File: src/rtl/ndiv_pkg.sv
package ndiv_pkg;
  localparam int unsigned MOD_P1 = 0;
  localparam int unsigned MOD_P4 = 1;

  function automatic int unsigned min_period(input int unsigned a, input int unsigned b);
    return ((a > b) ? a : b) + 2;
  endfunction
endpackage

File: src/rtl/ndiv_cfg_latch.sv
module ndiv_cfg_latch
  import ndiv_pkg::*;
#(
  parameter int unsigned C_W = 11,
  parameter int unsigned S_W = 2
) (
  input  logic           clk,
  input  logic           rst_n,
  input  logic           load,
  input  logic [C_W-1:0] c_in,
  input  logic [S_W-1:0] b_in,
  input  logic [S_W-1:0] a_in,
  input  logic           sel_in,
  output logic [C_W-1:0] c_q,
  output logic [S_W-1:0] b_q,
  output logic [S_W-1:0] a_q,
  output logic           sel_q,
  output logic           inv_q
);
  logic [C_W-1:0] c_d;
  logic [S_W-1:0] b_d, a_d;
  logic           sel_d, inv_d;

  always_comb begin
    c_d   = c_q;
    b_d   = b_q;
    a_d   = a_q;
    sel_d = sel_q;
    inv_d = inv_q;
    if (load) begin
      c_d   = c_in;
      b_d   = b_in;
      a_d   = a_in;
      sel_d = sel_in;
      inv_d = (32'(c_in) < min_period(32'(a_in), 32'(b_in)));
    end
  end

  always_ff @(posedge clk or negedge rst_n) begin
    if (!rst_n) begin
      c_q   <= '0;
      b_q   <= '0;
      a_q   <= '0;
      sel_q <= 1'b0;
      inv_q <= 1'b0;
    end else begin
      c_q   <= c_d;
      b_q   <= b_d;
      a_q   <= a_d;
      sel_q <= sel_d;
      inv_q <= inv_d;
    end
  end

  AST_INV_FLAG: assert property (@(posedge clk) disable iff (!rst_n)
    inv_q |-> (32'(c_q) < min_period(32'(a_q), 32'(b_q))));
endmodule

File: src/rtl/ndiv_frac_acc.sv
module ndiv_frac_acc #(
  parameter int unsigned F_W = 4
) (
  input  logic           clk,
  input  logic           rst_n,
  input  logic           clr,
  input  logic           step,
  input  logic [F_W-1:0] frac_in,
  output logic           carry_q
);
  logic [F_W-1:0] acc_q, acc_d;
  logic           carry_d;
  logic [F_W:0]   sum;

  assign sum = {1'b0, acc_q} + {1'b0, frac_in};

  always_comb begin
    acc_d   = acc_q;
    carry_d = carry_q;
    if (clr) begin
      acc_d   = '0;
      carry_d = 1'b0;
    end else if (step) begin
      acc_d   = sum[F_W-1:0];
      carry_d = sum[F_W];
    end
  end

  always_ff @(posedge clk or negedge rst_n) begin
    if (!rst_n) begin
      acc_q   <= '0;
      carry_q <= 1'b0;
    end else begin
      acc_q   <= acc_d;
      carry_q <= carry_d;
    end
  end

  AST_CARRY_CLR: assert property (@(posedge clk) disable iff (!rst_n)
    clr |=> !carry_q);
endmodule

File: src/rtl/ndiv_period_ctr.sv
module ndiv_period_ctr
  import ndiv_pkg::*;
#(
  parameter int unsigned C_W = 11,
  parameter int unsigned S_W = 2
) (
  input  logic           clk,
  input  logic           rst_n,
  input  logic           hold,
  input  logic           en,
  input  logic [C_W-1:0] c_len,
  input  logic [S_W-1:0] b_cnt,
  input  logic [S_W:0]   a_eff,
  output logic [C_W-1:0] idx_q,
  output logic           last,
  output logic [1:0]     mod_raw
);
  localparam int unsigned PAD = C_W - S_W - 1;

  logic [C_W-1:0] idx_d;
  logic [C_W:0]   idx_inc;

  assign idx_inc = {1'b0, idx_q} + {{C_W{1'b0}}, 1'b1};
  assign last    = (idx_inc >= {1'b0, c_len});

  always_comb begin
    mod_raw         = '0;
    mod_raw[MOD_P1] = (idx_q < {{PAD{1'b0}}, a_eff});
    mod_raw[MOD_P4] = (idx_q < {{(PAD + 1){1'b0}}, b_cnt});
  end

  always_comb begin
    idx_d = idx_q;
    if (hold)
      idx_d = '0;
    else if (en)
      idx_d = last ? '0 : idx_inc[C_W-1:0];
  end

  always_ff @(posedge clk or negedge rst_n) begin
    if (!rst_n) idx_q <= '0;
    else        idx_q <= idx_d;
  end

  AST_IDX_IN_RANGE: assert property (@(posedge clk) disable iff (!rst_n)
    (en && (c_len != '0)) |-> (idx_q < c_len));
  AST_WRAP_AFTER_LAST: assert property (@(posedge clk) disable iff (!rst_n)
    (en && !hold && last) |=> (idx_q == '0));
  AST_FREEZE_IDLE: assert property (@(posedge clk) disable iff (!rst_n)
    (!en && !hold) |=> $stable(idx_q));
endmodule

File: src/rtl/quad_mod_ndiv.sv
module quad_mod_ndiv
  import ndiv_pkg::*;
#(
  parameter int unsigned C_W = 11,
  parameter int unsigned S_W = 2,
  parameter int unsigned F_W = 4
) (
  input  logic           clk,
  input  logic           rst_n,
  input  logic [C_W-1:0] c_word,
  input  logic [S_W-1:0] b_word,
  input  logic [S_W-1:0] a_word,
  input  logic [F_W-1:0] frac_word,
  input  logic           presc_sel,
  input  logic           cnt_rst,
  input  logic           pwr_dn,
  output logic [1:0]     mod_ctl,
  output logic           presc_mode,
  output logic           div_pulse,
  output logic           cfg_invalid
);
  logic           rst_m, rst_s;
  logic           primed_q, primed_d;
  logic           hold, active, load, last, carry;
  logic [C_W-1:0] c_act, idx;
  logic [S_W-1:0] b_act, a_act;
  logic [S_W:0]   a_eff;
  logic           sel_act, inv_act;
  logic [1:0]     mod_raw;

  always_ff @(posedge clk or negedge rst_n) begin
    if (!rst_n) begin
      rst_m <= 1'b0;
      rst_s <= 1'b0;
    end else begin
      rst_m <= 1'b1;
      rst_s <= rst_m;
    end
  end

  assign primed_d = 1'b1;

  always_ff @(posedge clk or negedge rst_s) begin
    if (!rst_s) primed_q <= 1'b0;
    else        primed_q <= primed_d;
  end

  assign hold   = cnt_rst | ~primed_q;
  assign active = ~hold & ~pwr_dn;
  assign load   = hold | (active & last);
  assign a_eff  = {1'b0, a_act} + {{S_W{1'b0}}, carry};

  ndiv_cfg_latch #(.C_W(C_W), .S_W(S_W)) cfg_i (
    .clk    (clk),
    .rst_n  (rst_s),
    .load   (load),
    .c_in   (c_word),
    .b_in   (b_word),
    .a_in   (a_word),
    .sel_in (presc_sel),
    .c_q    (c_act),
    .b_q    (b_act),
    .a_q    (a_act),
    .sel_q  (sel_act),
    .inv_q  (inv_act)
  );

  ndiv_frac_acc #(.F_W(F_W)) frac_i (
    .clk     (clk),
    .rst_n   (rst_s),
    .clr     (hold),
    .step    (active & last),
    .frac_in (frac_word),
    .carry_q (carry)
  );

  ndiv_period_ctr #(.C_W(C_W), .S_W(S_W)) ctr_i (
    .clk     (clk),
    .rst_n   (rst_s),
    .hold    (hold),
    .en      (active),
    .c_len   (c_act),
    .b_cnt   (b_act),
    .a_eff   (a_eff),
    .idx_q   (idx),
    .last    (last),
    .mod_raw (mod_raw)
  );

  assign mod_ctl     = active ? mod_raw : 2'b00;
  assign div_pulse   = active & last;
  assign presc_mode  = sel_act;
  assign cfg_invalid = inv_act;

  AST_CFG_HOLDS: assert property (@(posedge clk) disable iff (!rst_s)
    (active && !last) |=> ($stable(c_act) && $stable(b_act) && $stable(a_act) && $stable(sel_act)));
  AST_PLUS4_EARLY: assert property (@(posedge clk) disable iff (!rst_s)
    mod_ctl[MOD_P4] |-> (32'(idx) < 32'(b_act)));
endmodule

File: config.mk
export PLATFORM = sky130hd
export DESIGN_NAME = quad_mod_ndiv
export DESIGN_NICKNAME = d
export VERILOG_FILES = /design/src/rtl/ndiv_pkg.sv /design/src/rtl/ndiv_cfg_latch.sv /design/src/rtl/ndiv_frac_acc.sv /design/src/rtl/ndiv_period_ctr.sv /design/src/rtl/quad_mod_ndiv.sv
export SDC_FILE = /design/constraint.sdc
export NUM_CORES = 1
export LEC_CHECK = 0
export BUFFER_PORTS_ARGS = -buffer_cell sky130_fd_sc_hd__buf_2
export CORE_ASPECT_RATIO = 0.8
export CORE_MARGIN = 2
export CORE_UTILIZATION = 60
export CTS_CLUSTER_DIAMETER = 50
export DETAILED_ROUTE_END_ITERATION = 10
export GPL_ROUTABILITY_DRIVEN = 0
export PLACE_DENSITY = 0.93
export SLEW_MARGIN = 20
export SYNTH_ARGS = -nofsm -noshare
export SYNTH_HDL_FRONTEND = slang
export SYNTH_SLANG_ARGS = --single-unit
export TNS_END_PERCENT = 100
File: constraint.sdc
create_clock -name clk -period 5.1 [get_ports clk]
set_input_delay 0.765 -clock clk [delete_from_list [all_inputs] [get_ports clk]]
set_output_delay 0.765 -clock clk [all_outputs]
set_load 0.01 [all_outputs]
== Yosys cells after proc, flatten, opt, wreduce, memory -nomap -nowiden ==
Index checks and enable logic that the tools add are counted.
W data, S select, Z words.
Word-level totals
  input port bits: 24
  output and inout bits: 5
  logic and storage cells: 38
  flip-flop bits (word level): 36
Cells by class
  order comparisons: 5
  bitwise logic cells: 7
  reduce and logical (&&, ||, !) cells: 2
  muxes and demuxes: 9
  add/subtract/negate cells: 4
Operator list (count)
  $mux W11: 3
  $add A32 B2 Y32 const B: 1
  $lt A11 B32 Y1: 1
  $add A11 B1 Y12 const B: 1
  $ge A12 B11 Y1: 1
  $lt A11 B2 Y1: 1
  $lt A11 B3 Y1: 1
  $mux W4: 2
  $add A4 B4 Y5: 1
  $mux W2: 2
  $reduce_bool A2 Y1: 2
  $add A2 B1 Y3: 1
  $not A1 Y1: 3
  $and A1 B1 Y1: 2
  $gt A2 B2 Y1: 1
  $mux W1: 2
  $or A1 B1 Y1: 2

== Logic depth before layout (Yosys ltp) ==
  depth after elaboration: 7
  gate-level depth with buffers: 13
  depth with buffers taken out: 10

== By module ==
From an unflattened synthesis, not the netlist that was laid out.
Unflattened totals
  cells, all modules: 228
  area, all modules: 2426.1 µm²
Modules (own cells, without submodules)
  ndiv_period_ctr: seq. area each 275.3 µm², area each 1098.6 µm², cells each 127, instances 1
  ndiv_cfg_latch: seq. area each 425.4 µm², area each 810.8 µm², cells each 55, instances 1
  ndiv_frac_acc: seq. area each 125.1 µm², area each 346.6 µm², cells each 33, instances 1
  quad_mod_ndiv: seq. area each 75.1 µm², area each 170.2 µm², cells each 13, instances 1

== Least setup slack after synthesis ==
OpenSTA, ideal clock, no wires.
  kind: register to output
  start point: register ctr_i.idx_q[2]
  end point: output port div_pulse
  path buffers: 1
  setup slack: 1.739 ns
  data required time: 4.335 ns
  cell stages (with the launch flop): 10
  arrival: 2.596 ns
  path through: dfrtp_1 -> buf_6 -> and4_4 -> and3_4 -> and4_1 -> xor2_1 -> ha_1 -> nand3_1 -> or4_4 -> a31oi_2
On the way
  word-level cells in the longest chain between the ends: 3
Ends and longest elaborated chain
  start: declaration: RTL line ndiv_period_ctr.sv:14  | output logic [C_W-1:0] idx_q,
  start signal: assignment: RTL line ndiv_period_ctr.sv:42  | else idx_q <= idx_d;
  $add A11 B1 Y12: RTL line ndiv_period_ctr.sv:23  | assign idx_inc = {1'b0, idx_q} + {{C_W{1'b0}}, 1'b1};
  $ge A12 B11 Y1: RTL line ndiv_period_ctr.sv:24  | assign last = (idx_inc >= {1'b0, c_len});
  $and A1 B1 Y1: RTL line quad_mod_ndiv.sv:91  | assign div_pulse = active & last;
  end: declaration: RTL line quad_mod_ndiv.sv:19  | output logic div_pulse,
Every way passes these cells.

== Worst setup path after layout ==
Same ends and word-level chain as after synthesis.

==> flow_metrics.env <==
export IMPL_status="finished, final reports clean"
export IMPL_relSlewSlack_pct=37.8
export IMPL_final_area_sq_um=2630
export IMPL_busiest_layer="met2"
export IMPL_final_core_util_pct=69.6
export IMPL_crit_path_end_kind="output port"
export IMPL_finalCritPeriodShare_pct=80.5
export IMPL_cp_required_ns=4.34
export IMPL_clock_latency_ns=0.30
export IMPL_hold_path_class="in2async"
export IMPL_setup_ws_ns=0.995
export IMPL_grt_ovfl_total=0
export IMPL_slew_violations=0
export IMPL_reg2reg_from="ctr_i.idx_q[2]$_DFFE_PN0P_"
export IMPL_synth_flop_cell="dfrtp_1"
export IMPL_synth_area_top_cells="dfrtp_1 38%, ha_1 14%, mux2_4 5.7%"
export IMPL_tightest_slew_ns=0.933
export IMPL_cts_tree="built"
export IMPL_cts_htree_levels=2
export IMPL_clock_path_buffers=2
export IMPL_crit_type="reg2out"
export IMPL_globalRouteTotalUtil_pct=24.9
export IMPL_worstSetupStartpoint="ctr_i.idx_q[2]$_DFFE_PN0P_"
export IMPL_nets=292
export IMPL_synth_edf_count=0
export IMPL_setup_viol_count_final=0
export IMPL_synth_seq_cells=36
export IMPL_clock_sinks=36
export IMPL_worst_path_max_delay_cell="or4_4"
export IMPL_io_buffers=28
export IMPL_num_io_pins=29
export IMPL_synth_async_reset_ratio_pct=100
export IMPL_dp_slack_ns=1.11
export IMPL_grt_setup_unrepaired="no"
export IMPL_cp_top_family="simple AND/OR/NAND/NOR gates"
export IMPL_yosys_warnings=0
export IMPL_die_area_sq_um=4440
export IMPL_peakVddDrop_mv=0.172
export IMPL_synth_largest_area_cell="dfrtp_1"
export IMPL_critPathMaxStageDelay_ns=0.57
export IMPL_netlist_instances=212
export IMPL_fin_worst_skew_ns=0.00498
export IMPL_multi_input_area_sq_um=1320
export IMPL_cp_max_fo=9
export IMPL_placed_cell_area_sq_um=2500
export IMPL_synth_seq_area_share_pct=38.3
export IMPL_final_antenna_net_count=0
export IMPL_vias=1709
export IMPL_p_total_uw=682
export IMPL_grt_use_met3_pct=5.06
export IMPL_register_area_sq_um=901
export IMPL_drc=0
export IMPL_fillers=279
export IMPL_grt_pass1_vias=1681
export IMPL_area_growth_pct=11.9
export IMPL_chipWidth_um=74.0
export IMPL_grt_max_degree=35
export IMPL_worstPathCellList="and4_4, and3_4, and4_1, xor2_1, ha_1, nand3_1, or4_4, a31oi_2, buf_2"
export IMPL_avgSynthCellArea_sq_um=11.1
export IMPL_diodes=0
export IMPL_netlist_cell_type_count=42
export IMPL_fin_crit_ns=4.10
export IMPL_worstPathArrival_ns=3.34
export IMPL_fp_dieH_um=60.0
export IMPL_netlist_area_sq_um=2350
export IMPL_wl_per_cell_um=15.7
export IMPL_hpwl_um=3440
export IMPL_clockRootBuffer="clkbuf_8"
export IMPL_clk_pin_slew_ns=0.07
export IMPL_whs_ns=0.240
export IMPL_grt_pass1_wl_um=8100
export IMPL_drive_gt1_share_pct=24.0
export IMPL_drt_total_wl_um=4680
export IMPL_finalSetupTns_ns=0
export IMPL_maxCapViolCount=0
export IMPL_layout_cells_non_filler=297
export IMPL_drtIter0Drc=183
export IMPL_viasPerCell=5.75
export IMPL_fmax_ghz=0.244
export IMPL_use_met2_pct=38.4
export IMPL_num_rows=20
export IMPL_antenna_found_initial=0
export IMPL_grtUsageMet1_pct=34.4
export IMPL_start_util_pct=62.2
export IMPL_dr_pass1_iters=4
export IMPL_synth_top_area_share_pct=38.3
export IMPL_place_inst=289
export IMPL_cts_setup_buffers=0
export IMPL_coreArea_sq_um=3780
export IMPL_p_leak_nw=1.32
export IMPL_hold_viol=0
export IMPL_critPathBufInv=1
export IMPL_startpoint_type="register"
export IMPL_cts_hold_buffers=0
export IMPL_power_density_nw_per_um2=259
export IMPL_cts_resized=0
export IMPL_cts_made_buffers=5
## per-layer routing
| layer | vias to the layer above | part of all wire (%) |
|---|---|---|
| met3 | 9 | 6.5 |
| met5 | - | 0 |
| met1 | 804 | 44 |
| met2 | 68 | 47 |
| li1 | 828 | - |
| met4 | 0 | 2.0 |
## cell usage in the layout (no fill, tap or decap), types with 2 or more instances in the layout
master / instances
a21oi_1: 6
nor2_1: 3
nor3_1: 3
xor2_1: 3
mux2_2: 7
nand2b_1: 4
a2111oi_0: 3
ha_1: 26
buf_2: 28
nor4_1: 3
and4_1: 2
mux2i_1: 7
a31oi_1: 4
clkbuf_8: 7
conb_1: 2
nor2b_1: 4
a32o_1: 8
and2_1: 3
nand3_1: 8
o21ai_0: 3
nand2_1: 13
inv_1: 19
and3_1: 2
o21a_1: 2
a21o_1: 5
xnor2_1: 8
mux2_4: 9
dfrtp_1: 36
## kinds of logic (layout without fill, tap and decap cells)
group | Yosys count | after routing | share of synthesized area [%]
other | 1 | 2 | 0.160
multiplexers | 23 | 23 | 12.1
adder cells (fa/ha/maj) | 27 | 27 | 14.7
flip-flops | 36 | 36 | 38.3
buffers and inverters | 27 | 56 | 5.85
XOR/XNOR | 11 | 11 | 4.10
AO/OA/AOI/OAI | 36 | 36 | 12.6
AND/OR/NAND/NOR | 51 | 51 | 12.2
## final cells by class
| type | count | share of cell area (%) |
|---|---|---|
| clock buffers | 7 | 3.66 |
| clock inverters | 1 | 1.14 |
| inverters | 19 | 2.71 |
| multi-input cells | 150 | 50.0 |
| flip-flops and latches | 36 | 34.2 |
| well taps | 55 | 2.62 |
| repair buffers | 29 | 5.61 |
## cells in the mapped netlist, types with 4 or more instances
master and n:
a21oi_1 6, nand2b_1 4, a21o_1 5, ha_1 26
mux2_4 9, xnor2_1 8, inv_1 19, nand2_1 13
nand3_1 8, nor2b_1 4, a32o_1 8, mux2i_1 7
a31oi_1 4, buf_2 4, mux2_2 7, dfrtp_1 36
## state kept, by name, summed over array words and instances, names as in the netlist, 2 cells and up
name          cells
cfg_i.c_q        11
frac_i.acc_q      4
cfg_i.b_q         2
cfg_i.a_q         2
ctr_i.idx_q      11
## final timing paths
check                                             endpoint  slack, ns  depth (start not counted)
worst max register to register    cfg_i.c_q[7]$_DFFE_PN0P_       1.04                         10
worst max-delay path                             div_pulse        1.0                          9
min in group clk                           rst_s$_DFF_PN0_       0.35                          0
worst min-delay path                       rst_m$_DFF_PN0_       0.24                          1
max in group asynchronous         cfg_i.c_q[6]$_DFFE_PN0P_       4.53                          1
worst min register to register  frac_i.carry_q$_DFFE_PN0P_       0.27                          1
## report_power, final
part	switching, mW	leakage [nW]	internal (mW)
registers	0.0101	0.458	0.301
clock network	0.106	0.0645	0.172
logic	0.0476	0.793	0.0450
No activity file was read; power rests on OpenSTA's default activity.
